## config.mk

```make
export PLATFORM = sky130hd
export DESIGN_NAME = pkt_wr_ctrl
export DESIGN_NICKNAME = d
export VERILOG_FILES = /design/src/rtl/pkt_pkg.sv /design/src/rtl/pkt_beat_ctr.sv /design/src/rtl/pkt_gap_guard.sv /design/src/rtl/pkt_out_reg.sv /design/src/rtl/pkt_wr_ctrl.sv
export SDC_FILE = /design/constraint.sdc
export NUM_CORES = 1
export LEC_CHECK = 0
export ABC_AREA = 1
export ABC_CLOCK_PERIOD_IN_PS = 2700
export BUFFER_PORTS_ARGS = -buffer_cell sky130_fd_sc_hd__buf_2
export CELL_PAD_IN_SITES_DETAIL_PLACEMENT = 0
export CELL_PAD_IN_SITES_GLOBAL_PLACEMENT = 1
export CORE_ASPECT_RATIO = 1.2
export CORE_UTILIZATION = 36
export CTS_CLUSTER_SIZE = 40
export DETAILED_ROUTE_END_ITERATION = 10
export GPL_TIMING_DRIVEN = 0
export PLACE_DENSITY = 0.77
export REMOVE_ABC_BUFFERS = 1
export SETUP_SLACK_MARGIN = 0.05
export SYNTH_ARGS = -nofsm -noshare
export SYNTH_HDL_FRONTEND = slang
export SYNTH_SLANG_ARGS = --single-unit
```

## constraint.sdc

```tcl
create_clock -name clk -period 2.7 [get_ports clk]
set_input_delay 0.27 -clock clk [delete_from_list [all_inputs] [get_ports clk]]
set_output_delay 0.27 -clock clk [all_outputs]
set_load 0.005 [all_outputs]
```

## src/rtl/pkt_pkg.sv

```systemverilog
package pkt_pkg;
  localparam int DEF_DATA_W = 16;
  localparam int DEF_LEN_W  = 10;

  typedef enum logic [1:0] {
    CMT_NONE  = 2'd0,
    CMT_AUTO  = 2'd1,
    CMT_SHORT = 2'd2
  } commit_e;
endpackage

```

## src/rtl/pkt_beat_ctr.sv

```systemverilog
module pkt_beat_ctr #(
  parameter int LEN_W = pkt_pkg::DEF_LEN_W
) (
  input  logic                clk,
  input  logic                rst,
  input  logic                step,
  input  logic                last,
  input  logic [LEN_W-1:0]    auto_len,
  output pkt_pkg::commit_e    kind,
  output logic                would_hit,
  output logic [LEN_W-1:0]    cnt
);
  localparam logic [LEN_W-1:0] ONE = {{(LEN_W-1){1'b0}}, 1'b1};

  logic [LEN_W-1:0] cnt_nxt;
  assign cnt_nxt   = cnt + ONE;
  assign would_hit = (cnt_nxt == auto_len);

  always_comb begin
    kind = pkt_pkg::CMT_NONE;
    if (step) begin
      if (would_hit)  kind = pkt_pkg::CMT_AUTO;
      else if (last)  kind = pkt_pkg::CMT_SHORT;
    end
  end

  always_ff @(posedge clk) begin
    if (rst)                              cnt <= '0;
    else if (kind != pkt_pkg::CMT_NONE)   cnt <= '0;
    else if (step)                        cnt <= cnt_nxt;
  end

  p_cnt_clear_r1: assert property (@(posedge clk) rst |=> (cnt == '0));
  p_restart_r3: assert property (@(posedge clk) disable iff (rst)
    (kind != pkt_pkg::CMT_NONE) |=> (cnt == '0));
endmodule

```

## src/rtl/pkt_gap_guard.sv

```systemverilog
module pkt_gap_guard (
  input  logic clk,
  input  logic rst,
  input  logic accept_auto,
  input  logic in_valid,
  input  logic in_last,
  input  logic would_hit,
  output logic ac_out,
  output logic hold
);
  always_ff @(posedge clk) begin
    if (rst) ac_out <= 1'b0;
    else     ac_out <= accept_auto;
  end

  assign hold = ac_out && in_valid && in_last && !would_hit;

  p_hold_one_cycle_r6: assert property (@(posedge clk) disable iff (rst)
    hold |=> !ac_out);
endmodule

```

## src/rtl/pkt_out_reg.sv

```systemverilog
module pkt_out_reg #(
  parameter int DATA_W = pkt_pkg::DEF_DATA_W
) (
  input  logic              clk,
  input  logic              rst,
  input  logic              accept,
  input  logic [DATA_W-1:0] in_data,
  input  pkt_pkg::commit_e  kind,
  output logic [DATA_W-1:0] fifo_data,
  output logic              fifo_wr,
  output logic              fifo_pktend
);
  always_ff @(posedge clk) begin
    if (rst) begin
      fifo_wr     <= 1'b0;
      fifo_pktend <= 1'b0;
    end else begin
      fifo_wr     <= accept;
      fifo_pktend <= (kind == pkt_pkg::CMT_SHORT);
    end
  end

  always_ff @(posedge clk) begin
    if (accept) fifo_data <= in_data;
  end

  p_reset_quiet_r1: assert property (@(posedge clk)
    rst |=> (!fifo_wr && !fifo_pktend));
  p_write_follows_r2: assert property (@(posedge clk) disable iff (rst)
    accept |=> fifo_wr);
endmodule

```

## src/rtl/pkt_wr_ctrl.sv

```systemverilog
module pkt_wr_ctrl #(
  parameter int DATA_W = pkt_pkg::DEF_DATA_W,
  parameter int LEN_W  = pkt_pkg::DEF_LEN_W
) (
  input  logic              clk,
  input  logic              rst,
  input  logic [DATA_W-1:0] in_data,
  input  logic              in_valid,
  input  logic              in_last,
  output logic              in_ready,
  input  logic [LEN_W-1:0]  auto_len,
  input  logic              dev_full,
  output logic [DATA_W-1:0] fifo_data,
  output logic              fifo_wr,
  output logic              fifo_pktend
);
  pkt_pkg::commit_e kind;
  logic             would_hit;
  logic [LEN_W-1:0] cnt;
  logic             ac_out;
  logic             hold;
  logic             accept;

  assign in_ready = !rst && !dev_full && !hold;
  assign accept   = in_valid && in_ready;

  pkt_beat_ctr #(.LEN_W(LEN_W)) u_ctr (
    .clk(clk), .rst(rst), .step(accept), .last(in_last),
    .auto_len(auto_len), .kind(kind), .would_hit(would_hit), .cnt(cnt)
  );

  pkt_gap_guard u_guard (
    .clk(clk), .rst(rst), .accept_auto(kind == pkt_pkg::CMT_AUTO),
    .in_valid(in_valid), .in_last(in_last), .would_hit(would_hit),
    .ac_out(ac_out), .hold(hold)
  );

  pkt_out_reg #(.DATA_W(DATA_W)) u_out (
    .clk(clk), .rst(rst), .accept(accept), .in_data(in_data), .kind(kind),
    .fifo_data(fifo_data), .fifo_wr(fifo_wr), .fifo_pktend(fifo_pktend)
  );

  p_pktend_has_wr_r4: assert property (@(posedge clk) disable iff (rst)
    fifo_pktend |-> fifo_wr);
  p_pktend_single_r4: assert property (@(posedge clk) disable iff (rst)
    fifo_pktend |=> !fifo_pktend || $past(accept));
  p_full_blocks_r5: assert property (@(posedge clk) disable iff (rst)
    dev_full |=> !fifo_wr);
  p_gap_after_auto_r6: assert property (@(posedge clk) disable iff (rst)
    ac_out |=> !(fifo_wr && fifo_pktend && (cnt == '0) && $past(ac_out)
                 && $past(in_last) && !$past(would_hit)));
  p_auto_no_pktend_r3: assert property (@(posedge clk) disable iff (rst)
    ac_out |-> !fifo_pktend);
endmodule

```

# After elaboration in Yosys (flattened, before gate mapping)
# Cells that the tools add are included.
# W data, S select, Z words.
dict set report classes {
  addsub 1
  n_eq_ne 3
  mux 3
  n_reduce_logical 12
}
# op count
set op_table {}
lappend op_table {{$add A10 B1 Y10 const B} 1}
lappend op_table {{$eq A10 B10 Y1} 1}
lappend op_table {{$logic_and A1 B1 Y1} 6}
lappend op_table {{$mux W2} 3}
lappend op_table {{$logic_not A1 Y1} 4}
lappend op_table {{$eq A2 B1 Y1 const B} 1}
lappend op_table {{$eq A2 B2 Y1 const B} 1}
lappend op_table {{$reduce_bool A2 Y1} 1}
lappend op_table {{$reduce_or A2 Y1} 1}
dict set report totals {
  ff_bits 29
  output_inout_bits 19
}

# Depth between registers and ports, before layout
dict set report logic_depth {
  depth_word 10
  depth_mapped 17
}

# Cells and area by module
# Synthesis repeated with hierarchy kept, for this count alone.
dict set report hier_totals {
  cells_unflattened 189
  hier_area_um2 1471.4
}
# mod instances cells_each area_per_inst_um2 seq_area_each_um2
set by_module_without_submodules {}
lappend by_module_without_submodules {pkt_beat_ctr 1 151 852.1 200.2}
lappend by_module_without_submodules {pkt_out_reg 1 23 541.8 520.5}
lappend by_module_without_submodules {pkt_gap_guard 1 7 45.0 20.0}
lappend by_module_without_submodules {pkt_wr_ctrl 1 8 32.5 0.0}

# Worst setup path after synthesis
# OpenSTA, ideal clock, no wires.
dict set report synth_timing {
  path_kind {reg-to-reg}
  from {reg u_ctr.cnt[0]}
  to {reg u_out.fifo_data[0], enable pin}
  setup_ps 364
  t_arrival_ps 1947
  slack_ps 389
  stages_incl_launch_ff 15
  path_buffers 1
  synth_period_minus_slack_ps 2311
  path_cell_list {dfxtp_1 > ha_1 > nand3_2 > inv_2 > nand2_1 > nand2_1 > nand2_2 > nand2_2 > nand2_1 > nor2_1 > nand4_1 > nand2_2 > nand3_2 > buf_6 > inv_1}
}
dict set report synth_between {
  elab_chain_cells 7
}
# element line_no
set synth_rtl {}
lappend synth_rtl {{start, declared} pkt_beat_ctr.sv:11} ;# output logic [LEN_W-1:0] cnt
lappend synth_rtl {{start signal, assigned} pkt_beat_ctr.sv:30} ;# else if (step) cnt <= cnt_nxt;
lappend synth_rtl {{$add A10 B1 Y10} pkt_beat_ctr.sv:16} ;# assign cnt_nxt = cnt + ONE;
lappend synth_rtl {{$eq A10 B10 Y1} pkt_beat_ctr.sv:17} ;# assign would_hit = (cnt_nxt == auto_len);
lappend synth_rtl {{$logic_not A1 Y1} pkt_gap_guard.sv:16} ;# assign hold = ac_out && in_valid && in_last && !would_hit;
lappend synth_rtl {{$logic_and A1 B1 Y1} pkt_gap_guard.sv:16}
lappend synth_rtl {{$logic_not A1 Y1} pkt_wr_ctrl.sv:24} ;# assign in_ready = !rst && !dev_full && !hold;
lappend synth_rtl {{$logic_and A1 B1 Y1} pkt_wr_ctrl.sv:24}
lappend synth_rtl {{$logic_and A1 B1 Y1} pkt_wr_ctrl.sv:25} ;# assign accept = in_valid && in_ready;
lappend synth_rtl {{net accept} pkt_wr_ctrl.sv:22} ;# logic accept;
lappend synth_rtl {{end signal, assigned} pkt_out_reg.sv:24} ;# if (accept) fifo_data <= in_data;
lappend synth_rtl {{end, declared} pkt_out_reg.sv:9} ;# output logic [DATA_W-1:0] fifo_data,
# The timed path passes the listed nets, and every way through them passes these cells.
# A chain may end at the register's enable or synchronous reset.

# Final worst setup path
dict set report layout_timing {
  from {reg u_ctr.cnt[1]}
  to {out in_ready}
}
dict set report layout_between {
  elab_chain_cells 6
}
# element line_no
set layout_rtl {}
lappend layout_rtl {{$add A10 B1 Y10} pkt_beat_ctr.sv:16}
lappend layout_rtl {{$eq A10 B10 Y1} pkt_beat_ctr.sv:17}
lappend layout_rtl {{$logic_not A1 Y1} pkt_gap_guard.sv:16}
lappend layout_rtl {{$logic_and A1 B1 Y1} pkt_gap_guard.sv:16}
lappend layout_rtl {{$logic_not A1 Y1} pkt_wr_ctrl.sv:24}
lappend layout_rtl {{$logic_and A1 B1 Y1} pkt_wr_ctrl.sv:24}
lappend layout_rtl {{end, declared} pkt_wr_ctrl.sv:10} ;# output logic in_ready,
# Every way passes these cells.

==> metrics.md <==
| Metric | Value |
|---|---|
| Final setup margin | `around 270 ps` |
| Global-route wire length before repair | `roughly 6300 µm` |
| Worst slack, placed | `-328 ps` |
| Post-DP Area | `slightly below 0.002 mm²` |
| Most common cell on crit path | `nand2_1` |
| CTS HTree Levels | `2` |
| DRT iter0 DRCs | `63` |
| DP HPWL | `approximately 3000 µm` |
| Largest net degree at the start of global routing | `15` |
| Share of the synthesized area in the top cell type | `approximately 28%` |
| Setup Skew | `approximately 3.4 ps` |
| Clock transition at path regs | `60 ps` |
| Hold Vio Cnt, Final | `0` |
| Area leader, netlist | `edfxtp_1` |
| Vias in the first global route | `1383` |
| Num Clock Sinks | `29` |
| Initial Utilization | `approximately 39%` |
| Final Cell Area | `between 0.002 and 0.0025 mm²` |
| Die Area | `approximately 0.0050 mm²` |
| # port buffers | `49` |
| Clock Root Buffer | `clkbuf_8` |
| CTS tree | `built` |
| CP arrival | `2160 ps` |
| Worst VDD drop | `just over 0.3 mV` |
| WP data required | `between 2000 and 2500 ps` |
| Max-cap viol count | `0` |
| Routability cong. | `approximately 0.78` |
| Die height | `about 77 µm` |
| RSZ-0062 raised after global routing | `no` |
| Hold WC Path Type | `primary input to register` |
| Start point of the worst hold path | `in_data[0]` |
| Slowest Stage Delay on Critical Path | `around 380 ps` |
| Share of layout cells above drive strength 1 | `30.1%` |
| P per Cell Area | `roughly 470 mW/mm²` |
| Met1 GRT Util | `19.7%` |
| Horiz. Die Dim | `around 65 µm` |
| Actual slew at the worst max-slew pin | `between 900 and 1000 ps` |
| Initial antenna violation count | `0` |
| Met3 GRT Util | `under 10%` |
| Clock buffer depth | `2` |
| Worst relative slew slack | `34.5%` |
| Residual DRC | `0` |
| Max Fclk | `between 0.4 and 0.5 GHz` |
| Syn_area_per_cell | `~7.2 µm²` |
| Final-report max-slew violation count | `0` |
| Router iterations before antenna repair | `4` |
| Vias per cell | `4.49` |
| I/O Pins | `50` |
| #FFs+latches synth | `29` |
| CP Cell Sequence | `ha_2, nand3_2, inv_2, nand2_1, nand2_1, nand2_2, nand2_2, nand2_1, nor2_1, nand4_1, nand2_4, nand2_1, inv_1, buf_2` |
| Core Util, Final | `approximately half` |
| Status | `completed` |
| Setup TNS | `0 ps` |
| Final WL | `about 4000 µm` |
| Static leakage | `roughly 1.1 nW` |
| Antenna Cells | `0` |
| Core area | `~0.0044 mm²` |
| Area grow syn2layout | `28.6%` |
| Worst setup EP type | `output pin` |
| GRT met2 Usage | `28.9%` |
| Post-route minimum period | `2430 ps` |
| Ranking of synthesized cells by area | `edfxtp_1 28%, nand2_1 17%, dfxtp_1 15%` |
| Worst-skew pair later-pin latency | `around 270 ps` |
| Hold Slack | `around 170 ps` |
| Critical path's slowest cell | `dfxtp_1` |
| Remaining Overflow, GRT | `0` |
| Row count | `26` |
| Total clock buffers created by CTS | `5` |
| Final nets | `around 330` |
| Worst R2R Start | `u_ctr.cnt[1]` |
| Synth warn | `0` |
| Worst Setup SP | `u_ctr.cnt[1]` |
| Seq/Total Area, Yosys | `a little over two fifths` |
| Global route hottest layer | `met2` |
| Synthesized area | `approximately 0.0017 mm²` |
| Synth Instances | `roughly 240` |
| Critical path fanouts, max | `8` |
| Critical path type | `register to output pin` |
| Wire per inst | `roughly 11 µm` |
| Vias post-DR | `about 1600` |
| Tot GR Track Use | `between 10% and 20%` |
| Netlist cell types | `20` |
| Final Setup Violations | `0` |
| Tcrit/Tclk final | `90.0%` |
| Worst setup SP type | `register` |
| Post-DRT Antenna Nets | `0` |
-- timing repair --
action,CTS,global route
gates resized for setup,3,3
setup buffers,2,7
cloned,0,0
pin swaps,0,1
endpoints found under the setup margin,16,17
hold buffers,0,0
-- registers in the layout (all words and copies together), names as in the netlist --
name / cells
u_out.fifo_pktend: 1
u_out.fifo_wr: 1
u_ctr.cnt: 10
u_guard.ac_out: 1
u_out.fifo_data: 16
-- power by group --
group / switching (mW) / internal (mW)
registers: 0.00398 / 0.481
logic: 0.0490 / 0.0399
clock network: 0.153 / 0.300
-- cell families after synthesis --
kind of cell / count (synthesis) / share of synthesized area, %
DFF: 29 / 43.8
AOI/OAI and AO/OA: 1 / 0.666
buffers and inverters: 51 / 12.4
adders and majority gates: 1 / 0.740
and+or+nand+nor: 153 / 42.4
-- layer usage --
layer	vias to the layer above	share of wire (%)	wire length [µm]
met5	-	0	0
met4	0	1.1	43
met3	8	3.4	132
met2	34	50	1960
met1	680	45	1760
li1	859	-	-
-- synthesized netlist by cell type (all sizes together) --
library cell,number
nor2,25
dfxtp,13
buf,3
o21bai,1
clkinv,1
ha,1
inv,45
nand4,13
nand3,29
edfxtp,16
nand3b,1
clkbuf,2
nand2,85
-- per-stage QoR --
stage,power (mW),std cells
floorplan,0.531,230
global placement,0.577,335
detailed placement,0.579,335
CTS,1.04,345
global route,1.07,352
finish,1.03,352
-- cells in the final DEF (no fill, tap or decap), drive strengths merged --
cell type / instances
buf: 58
bufinv: 1
clkbuf: 7
clkinv: 1
clkinvlp: 1
dfxtp: 13
edfxtp: 16
ha: 1
inv: 44
nand2: 85
nand3: 29
nand3b: 1
nand4: 13
nor2: 25
o21bai: 1
-- critical path: cells and delay by family (launching register included) --
family                     cells  cell delay, ps
and+or+nand+nor               10             920
DFF                            1             380
buffers and inverters          3             280
adders and majority gates      1             270
-- final timing paths --
check	cells after the start	to	slack [ps]
setup / recovery	14	in_ready	270
hold / removal	1	u_out.fifo_data[0]	170
setup reg to reg	14	u_out.fifo_data[11]	360
hold reg to reg	3	u_out.fifo_pktend	530
-- cell type report --
class	count	area [µm²]
multi-input combinational	155	756
clock inverter	1	30.0
clock buffer	7	86.3
timing repair buffer	58	313
tap	56	70.1
fill	443	2220
sequential	29	743
inverter	46	176
(Power assumes the default switching activity.)
